$ cat src/rtl/sysref_pkg.sv
package sysref_pkg;

    localparam int FIELD_W = 2;

    typedef enum logic [1:0] {
        OSEL_OFF,
        OSEL_PIN,
        OSEL_RECLK,
        OSEL_ENGINE
    } osel_e;

    typedef enum logic [1:0] {
        ST_IDLE,
        ST_ARMED,
        ST_HIGH,
        ST_LOW
    } eng_st_e;

    typedef struct packed {
        osel_e osel;
        logic  trig_edge;
        logic  trig_wr;
        logic  run_cont;
        logic  run_req;
    } mode_ctl_t;

endpackage

$ cat src/rtl/sysref_pin_sync.sv
module sysref_pin_sync #(
    parameter int STAGES = 2
) (
    input  logic clk,
    input  logic rst_n,
    input  logic pin,
    input  logic pol,
    output logic level,
    output logic rise
);
    logic [STAGES-1:0] chain_q;
    logic              level_d;

    always_ff @(posedge clk or negedge rst_n) begin
        if (!rst_n) begin
            chain_q <= '0;
            level_d <= 1'b0;
        end else begin
            chain_q <= {chain_q[STAGES-2:0], pin};
            level_d <= level;
        end
    end

    always_comb begin
        level = chain_q[STAGES-1] ^ pol;
        rise  = level & ~level_d;
    end
endmodule

$ cat src/rtl/sysref_mode_dec.sv
module sysref_mode_dec
    import sysref_pkg::*;
(
    input  logic [FIELD_W-1:0] mode,
    input  logic [FIELD_W-1:0] mux,
    input  logic               req_en,
    output mode_ctl_t          ctl
);
    always_comb begin
        ctl          = '0;
        ctl.osel     = OSEL_OFF;
        if (mux == 2'd3) begin
            ctl.osel     = OSEL_ENGINE;
            ctl.run_cont = 1'b1;
        end else begin
            case ({mode, mux})
                4'b01_00: ctl.osel = OSEL_PIN;
                4'b01_01: ctl.osel = OSEL_RECLK;
                4'b10_10: begin
                    ctl.osel      = OSEL_ENGINE;
                    ctl.trig_edge = 1'b1;
                end
                4'b11_10: begin
                    ctl.osel    = OSEL_ENGINE;
                    ctl.trig_wr = 1'b1;
                end
                4'b00_10: begin
                    if (req_en) begin
                        ctl.osel    = OSEL_ENGINE;
                        ctl.run_req = 1'b1;
                    end
                end
                default: ctl.osel = OSEL_OFF;
            endcase
        end
    end
endmodule

$ cat src/rtl/sysref_pulse_fsm.sv
module sysref_pulse_fsm
    import sysref_pkg::*;
#(
    parameter int CNT_W = 2
) (
    input  logic             clk,
    input  logic             rst_n,
    input  logic             en,
    input  logic             tc,
    input  logic             trig,
    input  logic [CNT_W-1:0] cnt,
    input  logic             run,
    output logic             pulse_hi
);
    localparam int REM_W = 2 ** CNT_W;
    localparam logic [REM_W-1:0] MAXREM = REM_W'((2 ** (REM_W - 1)) - 1);

    eng_st_e          st_q, st_d;
    logic [REM_W-1:0] rem_q;
    logic [REM_W-1:0] load_val;

    assign load_val = (REM_W'(1) << cnt) - REM_W'(1);

    // next-state logic
    always_comb begin
        st_d = st_q;
        if (!en) begin
            st_d = ST_IDLE;
        end else begin
            unique case (st_q)
                ST_IDLE: begin
                    if (trig)          st_d = ST_ARMED;
                    else if (run && tc) st_d = ST_HIGH;
                end
                ST_ARMED: if (tc) st_d = ST_HIGH;
                ST_HIGH:  if (tc) st_d = ST_LOW;
                ST_LOW: begin
                    if (tc) st_d = ((rem_q != '0) || run) ? ST_HIGH : ST_IDLE;
                end
            endcase
        end
    end

    // state register
    always_ff @(posedge clk or negedge rst_n) begin
        if (!rst_n) st_q <= ST_IDLE;
        else        st_q <= st_d;
    end

    // outputs and pulse bookkeeping
    always_ff @(posedge clk or negedge rst_n) begin
        if (!rst_n) begin
            rem_q <= '0;
        end else if (!en) begin
            rem_q <= '0;
        end else if (st_q == ST_IDLE && trig) begin
            rem_q <= load_val;
        end else if (st_q == ST_LOW && tc && rem_q != '0) begin
            rem_q <= rem_q - REM_W'(1);
        end
    end

    always_comb pulse_hi = (st_q == ST_HIGH);

    assert_high_holds_R7: assert property (@(posedge clk) disable iff (!rst_n)
        (st_q == ST_HIGH && !tc && en) |=> (st_q == ST_HIGH));

    assert_start_on_tc_R7: assert property (@(posedge clk) disable iff (!rst_n)
        (st_q == ST_HIGH && $past(st_q) != ST_HIGH) |-> $past(tc));

    assert_rem_bound_R3: assert property (@(posedge clk) disable iff (!rst_n)
        rem_q <= MAXREM);

    assert_no_reload_R10: assert property (@(posedge clk) disable iff (!rst_n)
        (st_q != ST_IDLE && en && trig) |=> (rem_q <= $past(rem_q)));
endmodule

$ cat src/rtl/sysref_sync_ctrl.sv
module sysref_sync_ctrl
    import sysref_pkg::*;
#(
    parameter int CNT_W       = 2,
    parameter int SYNC_STAGES = 2
) (
    input  logic             clk,
    input  logic             rst_n,
    input  logic             div_tc,
    input  logic             sync_pin,
    input  logic             sync_pol,
    input  logic [1:0]       sync_mode,
    input  logic [1:0]       sysref_mux,
    input  logic [CNT_W-1:0] pcnt,
    input  logic             pcnt_wr,
    input  logic             req_en,
    output logic             sync_out
);
    mode_ctl_t ctl;
    logic      level, rise;
    logic      trig, run, eng_en, pulse_hi;
    logic      sync_q;

    sysref_pin_sync #(.STAGES(SYNC_STAGES)) u_pin (
        .clk   (clk),
        .rst_n (rst_n),
        .pin   (sync_pin),
        .pol   (sync_pol),
        .level (level),
        .rise  (rise)
    );

    sysref_mode_dec u_dec (
        .mode   (sync_mode),
        .mux    (sysref_mux),
        .req_en (req_en),
        .ctl    (ctl)
    );

    always_comb begin
        eng_en = (ctl.osel == OSEL_ENGINE);
        trig   = (ctl.trig_edge & rise) | (ctl.trig_wr & pcnt_wr);
        run    = ctl.run_cont | (ctl.run_req & level);
    end

    sysref_pulse_fsm #(.CNT_W(CNT_W)) u_fsm (
        .clk      (clk),
        .rst_n    (rst_n),
        .en       (eng_en),
        .tc       (div_tc),
        .trig     (trig),
        .cnt      (pcnt),
        .run      (run),
        .pulse_hi (pulse_hi)
    );

    always_ff @(posedge clk or negedge rst_n) begin
        if (!rst_n) begin
            sync_q <= 1'b0;
        end else begin
            unique case (ctl.osel)
                OSEL_OFF:    sync_q <= 1'b0;
                OSEL_PIN:    sync_q <= level;
                OSEL_RECLK:  sync_q <= div_tc ? level : sync_q;
                OSEL_ENGINE: sync_q <= pulse_hi;
            endcase
        end
    end

    assign sync_out = sync_q;

    assert_off_quiet_R11: assert property (@(posedge clk) disable iff (!rst_n)
        (ctl.osel == OSEL_OFF) |=> !sync_out);

    assert_reclk_hold_R8: assert property (@(posedge clk) disable iff (!rst_n)
        (ctl.osel == OSEL_RECLK && !div_tc) |=> $stable(sync_out));
endmodule

$ cat config.mk
export PLATFORM = sky130hd
export DESIGN_NAME = sysref_sync_ctrl
export DESIGN_NICKNAME = d
export VERILOG_FILES = /design/src/rtl/sysref_pkg.sv /design/src/rtl/sysref_pin_sync.sv /design/src/rtl/sysref_mode_dec.sv /design/src/rtl/sysref_pulse_fsm.sv /design/src/rtl/sysref_sync_ctrl.sv
export SDC_FILE = /design/constraint.sdc
export NUM_CORES = 1
export LEC_CHECK = 0
export ABC_AREA = 1
export BUFFER_PORTS_ARGS = -buffer_cell sky130_fd_sc_hd__buf_2
export CAP_MARGIN = 20
export CORE_MARGIN = 2
export CORE_UTILIZATION = 57
export CTS_CLUSTER_DIAMETER = 150
export CTS_CLUSTER_SIZE = 28
export DETAILED_ROUTE_END_ITERATION = 7
export PLACE_DENSITY = 0.81
export SLEW_MARGIN = 10
export SYNTH_ARGS = -nofsm -noshare
export SYNTH_HDL_FRONTEND = slang
export SYNTH_HIERARCHICAL = 1
export SYNTH_SLANG_ARGS = --single-unit
export TNS_END_PERCENT = 1
$ cat constraint.sdc
create_clock -name clk -period 2.7 [get_ports clk]
set_input_delay 0.135 -clock clk [delete_from_list [all_inputs] [get_ports clk]]
set_output_delay 0.135 -clock clk [all_outputs]
set_load 0.02 [all_outputs]
== Word level (Yosys, flattened, before mapping) ==
Cells that the tools add are included.

* Multiplexer cells: 23
* Equal/unequal tests: 18
* Bitwise logic cells: 8
* Magnitude comparators: 0
* Shifts and indexed selects: 1
* $mul: 0
* Div/mod/pow operators: 0
* Reductions and logical operators: 10
* $add $sub $neg: 2

{| class="wikitable"
|+ Operator list
! cell !! count
|-
| $mux 2 || 10
|-
| $pmux 2 s4 || 2
|-
| $mux 4 || 3
|-
| $ne 3x3->1 const B || 4
|-
| $eq 2x2->1 const B || 5
|-
| $eq 4x3->1 const B || 2
|-
| $eq 4x4->1 const B || 2
|-
| $mux 1 || 7
|-
| $and 1x1->1 || 4
|-
| $eq 2x1->1 const B || 2
|-
| $eq 4x2->1 const B || 1
|-
| $logic_and 1x1->1 || 4
|-
| $logic_not 2->1 || 2
|-
| $ne 4x4->1 const B || 1
|-
| $pmux 1 s4 || 1
|-
| $reduce_and 4->1 || 1
|-
| $reduce_bool 4->1 || 1
|-
| $shl 1x2->4 const A || 1
|-
| $sub 4x1->4 const B || 1
|-
| $sub 4x2->4 const B || 1
|-
| $ne 2x2->1 const B || 1
|-
| $or 1x1->1 || 2
|-
| $reduce_or 2->1 || 1
|-
| $logic_or 1x1->1 || 1
|-
| 2 further kinds || 2
|}

* Register bits: 10
* Memory bits (read-only): 0
* Latch bits: 0
* Word-level logic and storage cells: 67
* Memory bits (writable): 0
* Input port bits: 13
* Output and inout port bits: 1
* Memories: 0

== Logic depth before layout (Yosys ltp) ==
Gate-level depths: netlist of the first run.

* Depth in word-level cells: 10
* Gate-level depth with buffers: 12
* Mapped depth without buffers: 12

== Cells and area by module ==
Netlist of the first run, hierarchy kept.

{| class="wikitable"
|+ Modules (own cells, without submodules)
! module !! area an instance (sq um) !! cells an instance !! seq. area each (sq um) !! instances
|-
| sysref_pulse_fsm || 442.9 || 66 || 150.1 || 1
|-
| sysref_sync_ctrl || 126.4 || 19 || 25.0 || 1
|-
| sysref_pin_sync || 106.4 || 10 || 75.1 || 1
|-
| sysref_mode_dec || 91.3 || 21 || 0.0 || 1
|}

== Worst setup path before layout of the first run ==
OpenSTA, ideal clock, no wires.

* Path kind: input -> register
* From: input req_en
* To: register u_fsm.rem_q[2]
* Setup slack: 1526 ps
* Data required time: 2583 ps
* Setup time: 117 ps
* Cell stages on the path: 10
* Arrival: 1056 ps
* Buffers on the path: 0
* Cell sequence: inv_1 -> o21bai_1 -> nor2_1 -> nor2_1 -> ha_1 -> nand2_4 -> inv_2 -> nand2_2 -> nand3_1 -> nand2_1

{| class="wikitable"
|+ RTL lines
! item !! line !! RTL
|-
| start: declaration || sysref_sync_ctrl.sv:16 || <nowiki>input logic req_en,</nowiki>
|-
| end signal: assignment || sysref_pulse_fsm.sv:57 || <nowiki>rem_q <= load_val;</nowiki>
|-
| end signal: assignment || sysref_pulse_fsm.sv:59 || <nowiki>rem_q <= rem_q - REM_W'(1);</nowiki>
|-
| end: declaration || sysref_pulse_fsm.sv:19 || <nowiki>logic [REM_W-1:0] rem_q;</nowiki>
|}

== Worst setup path after layout of the first run ==
* From: register u_pin.chain_q[1]
* To: register u_fsm.rem_q[0]

* Longest elaborated chain between the ends: 7
* Elaborated cells between the ends (all ways): 8
* Those cells by class: eq/ne: 1; mux: 2; bitwise: 4; reduce/logical: 1

{| class="wikitable"
|+ Ends and longest elaborated chain
! item !! line !! RTL
|-
| start: declaration || sysref_pin_sync.sv:11 || <nowiki>logic [STAGES-1:0] chain_q;</nowiki>
|-
| start signal: assignment || sysref_pin_sync.sv:19 || <nowiki>chain_q <= {chain_q[STAGES-2:0], pin};</nowiki>
|-
| $xor 1x1->1 * || sysref_pin_sync.sv:25 || <nowiki>level = chain_q[STAGES-1] ^ pol;</nowiki>
|-
| $and 1x1->1 * || sysref_pin_sync.sv:26 || <nowiki>rise = level & ~level_d;</nowiki>
|-
| via rise || sysref_sync_ctrl.sv:20 || <nowiki>logic level, rise;</nowiki>
|-
| $and 1x1->1 * || sysref_sync_ctrl.sv:42 || <nowiki>trig = (ctl.trig_edge & rise) | (ctl.trig_wr & pcnt_wr);</nowiki>
|-
| $or 1x1->1 * || sysref_sync_ctrl.sv:42 ||
|-
| via trig || sysref_sync_ctrl.sv:21 || <nowiki>logic trig, run, eng_en, pulse_hi;</nowiki>
|-
| $logic_and 1x1->1 * || sysref_pulse_fsm.sv:56 || <nowiki>end else if (st_q == ST_IDLE && trig) begin</nowiki>
|-
| $mux 4 || sysref_pulse_fsm.sv:56 ||
|-
| $mux 4 || sysref_pulse_fsm.sv:54 || <nowiki>end else if (!en) begin</nowiki>
|}

Mark *: on every way through the listed nets, which the timed path passes. The rest lies on a longest branch.
A chain may end at the register's enable or synchronous reset.

==> results.cfg, run 1 <==
[floorplanning]
dieArea_sq_mm = 0.00165
die_y_microns = 40.7
io_pins = 14
core-area_sq_mm = 0.00128
die_x_microns = 40.7
rows = 13
start_util_pct = 59.7

[critical_path]
cp_num_buf_inv = 1
critPathLaunch = u_pin/chain_q[1]
path_max_fanout = 6
crit_top_cell = nand2_1
path_cells = inv_1 > nand2_1 > nand2_2 > nor2_2 > nand2_1 > nand2_1 > nand2_2 > nand2_4 > a21oi_2 > nand2_1 > nand2_1
slowest_stage = dfrtp_1
max_stage_delay_ps = 370
required_ps = 2890
path_delay_family = simple AND/OR/NAND/NOR gates
cp-end-kind = flop
cp-start-kind = flop
crit_type = reg -> reg
crit_arrival_ps = 1480
crit-reg2reg-launch = u_pin/chain_q[1]

[sta]
fin_skew_ps = 3.57
hold-worst-slack_ps = 200
fmax_ghz = 0.776
worst_pin_slew_ps = 219
setup_viol_count_final = 0
rsz0062_at_grt = false
slew_headroom_pct = 85.2
fin_crit_ps = 1290
maxSlewViolCount = 0
hold_violations = 0
setup-tns-final_ps = 0
fin_crit_sh_pct = 47.7

[detailed_routing]
vias = 703
drt_wl_total_mm = 1.40
antenna_left = 0
firstDrtPassIters = 4
drt_iter0_drc = 16
drc = 0
via_per_inst = 4.69
wire_per_inst_microns = 9.33

[clock_network]
clkTransAtPathRegs_ps = 60
cts_resized = 0
cts_buffers = 3
clk_latency_ps = 250
cts_root_buf = clkbuf_4
clockBufferDepth = 2
cts_tree = built
cts_sinks = 10
cts_hold_buffers = 2
h-tree-depth = 1
postCtsSetupBuffers = 0

[global_routing]
overflow = 0
grt_start_max_net_pins = 11
antenna_found_initial = 0
grt.total_usage_pct = 19.7
grt_pass1_vias = 542
grt_pass1_wl_mm = 2.13

[layout]
diodes = 0
instances_no_fill = 150
fin_nets = 154
layout_common_cells = nand2_1, inv_1, nor2_1
final_common_cell = nand2_1
drive_above_1_share_pct = 23.7
area_delta_synth_final_pct = 18.3
fillers = 111
finalCoreUtilization_pct = 70.6

[worst_hold_path]
hold_path.class = in -> reg
hp-start = div_tc

[logic_synthesis]
synth_seq_area_share_pct = 32.6
synth_cell_type_count = 21
synth_top_area_cell = dfrtp_1
synth-seq-cells = 10
netlist_area_sq_um = 767
synthCells = 116
syn_avg_cell_area_sq_um = 6.61
syn_nets = 134
ys_warn_count = 6
synth.area.top_cells = dfrtp_1, nand2_1, inv_1
yosysTopAreaCellShare_pct = 32.6

[run]
drv_cap = 0

[place]
dp.cells = 144
dp_hpwl_mm = 1.18
io_buffer_count = 13
globalplace.congestion = 0.834

[status]
status = finished, final reports clean

[power_and_ir_drop]
p_leak_uw = 0.000529
ir_drop_mv = 0.334
p_per_area_mw_per_mm2 = 460
total_power_uw = 417
[power by group]
part,leakage [uW],switching [uW],internal (uW)
Clock,0.0000210,44.5,81.5
Sequential,0.000129,9.83,162
Combinational,0.000379,74.0,44.9
Total,0.000529,128,289
[synthesized netlist by cell type, drive strengths merged]
library cell / count
nand2: 40
inv: 22
nor2: 20
dfrtp: 10
nand3: 8
ha: 5
o21ai: 3
a21oi: 2
nor3: 2
a21o: 1
a31oi: 1
nand4: 1
o21bai: 1
[through the flow]
step	instance area, sq um	setup slack, ps
final	907	1410
after global routing	907	1270
after CTS	907	1410
after detailed placement	851	1280
after global placement	851	1320
after floorplan	767	1530
[layout make-up]
| class | count | area (sq um) | share of cell area [%] |
|---|---|---|---|
| multi-input cells | 84 | 434 | 47.9 |
| inverters | 22 | 82.6 | 9.10 |
| clock buffers | 4 | 36.3 | 4.00 |
| flip-flops and latches | 10 | 250 | 27.6 |
| repair buffers | 15 | 85.1 | 9.38 |
| well taps | 15 | 18.8 | 2.07 |
[worst paths after layout]
| check | endpoint | slack, ps | depth (start not counted) |
|---|---|---|---|
| setup reg to reg | u_fsm/rem_q[0] | 1410 | 11 |
| min in group asynchronous | u_fsm/rem_q[1] | 260 | 2 |
| max in group asynchronous | u_pin/level_d | 2250 | 2 |
| hold reg to reg | u_pin/chain_q[1] | 360 | 0 |
| setup / recovery | u_fsm/rem_q[0] | 1410 | 11 |
| hold / removal | u_fsm/st_q[0] | 200 | 3 |
[layer usage]
metal | vias up | track usage [%] | routed length (microns) | share of wire, %
met5 | - | 0 | 0 | 0
met4 | 0 | 5.83 | 5 | 0.36
met3 | 2 | 4.35 | 73 | 5.2
met2 | 24 | 28.6 | 582 | 42
met1 | 288 | 29.2 | 737 | 53
li1 | 389 | - | - | -
[registers in the layout, summed over array words and instances (netlist names)]
name and flops:
u_fsm/rem_q 4, sync_out 1, u_pin/chain_q 2, u_fsm/st_q 2, u_pin/level_d 1
[cells by family after synthesis]
family / Yosys count / synth area share (%)
AND/OR/NAND/NOR: 71 / 41.3
buffers and inverters: 22 / 10.8
flip-flops: 10 / 32.6
AO/OA/AOI/OAI: 8 / 7.18
adder cells (fa/ha/maj): 5 / 8.16
[worst register-to-register path, delay by kind of cell (launching register included)]
family | cells | cell delay, ps
simple gates | 9 | 650
flops | 1 | 370
compound gates | 1 | 170
buf+inv | 1 | 50
(Power assumes the default switching activity.)
==> run 2, diff against run 1 <==
Settings changed: CORE_UTILIZATION 57 to 48, PLACE_DENSITY 0.81 to 0.73.
Clock period 2.7 ns to 1.1 ns, I/O delays scaled along.
==> run 2 against run 1 <==
The flow now finishes with violations (negative setup slack). Non-clock buffer count rose by 10. Register-to-register slack got worse by 1600 ps. Worst hold slack got worse by 62 ps. Clock skew rose by 6.4 ps. First-iteration DRC count rose by 69%. Critical path type unchanged. Critical endpoint is now u_fsm/rem_q[1]. Largest cell class unchanged. Largest power group unchanged.
==> results.cfg, run 2 (synthesized netlist as in run 1, its figures left out) <==
[status]
status = complete, but fails checks
violations = negative setup slack

[clock_network]
h-tree-depth = 1
cts_tree = built
clockBufferDepth = 2
cts_sinks = 10
clkTransAtPathRegs_ps = 70
cts_root_buf = clkbuf_4
cts_buffers = 3
clk_latency_ps = 260

[sta]
slew_headroom_pct = 83.4
hold_violations = 0
fin_skew_ps = 9.93
setup_viol_count_final = 7
hold-worst-slack_ps = 138
rsz0062_at_grt = true
fmax_ghz = 0.777
fin_crit_sh_pct = 117
maxSlewViolCount = 0
setup_ws_ps = -187
worst_pin_slew_ps = 246
fin_crit_ps = 1290

[floorplanning]
dieArea_sq_mm = 0.00193
start_util_pct = 50.9
core-area_sq_mm = 0.00151
io_pins = 14
die_x_microns = 44.0
rows = 14
die_y_microns = 44.0

[global_routing]
antenna_found_initial = 0
grt_start_max_net_pins = 11
grt_pass1_wl_mm = 3.03
grt_pass1_vias = 741
grt.total_usage_pct = 21.4
overflow = 0

[detailed_routing]
drc = 0
vias = 797
firstDrtPassIters = 4
drt_wl_total_mm = 1.88
drt_iter0_drc = 27
wire_per_inst_microns = 11.7
via_per_inst = 4.95
antenna_left = 0

[critical_path]
cp-start-kind = flop
crit_arrival_ps = 1490
critPathLaunch = u_pin/chain_q[1]
rrSetupSlack_ps = -190
cp-end-kind = flop
required_ps = 1310
crit-reg2reg-launch = u_pin/chain_q[1]
reg2reg_depth = 11
timing.rr.end = u_fsm/rem_q[1]
path_max_fanout = 6
crit_type = reg -> reg
crit_end = u_fsm/rem_q[1]

[layout]
largestRegisters = u_fsm/rem_q: 4 flops, u_fsm/st_q: 2 flops, u_pin/chain_q: 2 flops
largest_register_ffs = 4
final_common_cell = nand2_1
drive_above_1_share_pct = 32.4
diodes = 0
fin_nets = 164
area_delta_synth_final_pct = 34.4
layout_common_cells = nand2_1, inv_1, nor2_1
top_register = u_fsm/rem_q
fin_area_sq_mm = 0.00103

[place]
dp_slack_ps = -239
globalplace.congestion = 0.842
io_buffer_count = 13
placed_cell_area_sq_um = 912
dp_hpwl_mm = 1.25

[worst_hold_path]
hold_path.class = in -> reg

[run]
drv_cap = 0

[power_and_ir_drop]
ir_drop_mv = 0.996
p_leak_uw = 0.000584
p_per_area_mw_per_mm2 = 1080
## run 2: area by class of cell
| type | count | area [sq um] |
|---|---|---|
| multi-input combinational | 84 | 479 |
| fill | 129 | 475 |
| sequential | 10 | 250 |
| timing repair buffer | 25 | 160 |
| inverter | 22 | 85.1 |
| clock buffer | 4 | 36.3 |
| tap | 16 | 20.0 |
## run 2: critical path, cell delays in order (launching register included)
cell     delay (ps)
dfrtp_1         380
nand2_1          90
nand2_2          60
nor2_2           90
nand2_1          70
nand2_2          80
nand2_4          80
nand2_1          80
nand2_1          70
nor2_2          120
nand2_2          70
nand2_1          50
## run 2: power by group
| group | total [uW] | switching [uW] | leakage [uW] | internal [uW] |
|---|---|---|---|---|
| logic | 369 | 222 | 0.000434 | 148 |
| clock network | 324 | 123 | 0.0000210 | 200 |
| registers | 422 | 24.0 | 0.000129 | 398 |
## run 2: worst min path at each step
stage                      start             end  slack, ps  cells past startpoint
after floorplan            rst_n        sync_out       -240                      0
after global placement     rst_n  u_fsm/rem_q[3]        -80                      1
after global routing      div_tc   u_fsm/st_q[1]        120                      3
after CTS                 div_tc   u_fsm/st_q[1]        120                      3
after detailed placement   rst_n  u_fsm/rem_q[3]        -80                      1
final                     div_tc   u_fsm/st_q[1]        140                      3
## run 2: metrics by stage
stage	instances	util (%)	TNS (ps)	power, uW
final	161	68.4	-1010	1110
after global routing	161	68.4	-1710	1180
after CTS	161	67.9	-1160	1110
after floorplan	116	-	-165	628
after detailed placement	153	60.5	-1340	743
after global placement	153	60.5	-1010	734
## run 2: repair_timing
action / CTS / global route
setup buffers: 2 / 0
setup endpoints to repair: 6 / 7
hold buffers: 2 / 0
endpoints found under the hold margin: 11 / 0
resized for setup: 7 / 2
pin swaps: 6 / 4
## run 2: routing by layer
layer / part of all wire, % / track usage, % / vias up
li1: - / - / 408
met1: 44 / 27.3 / 357
met2: 49 / 37.4 / 30
met3: 6.0 / 2.92 / 2
met4: 0.43 / 6.67 / 0
met5: 0 / 0 / -
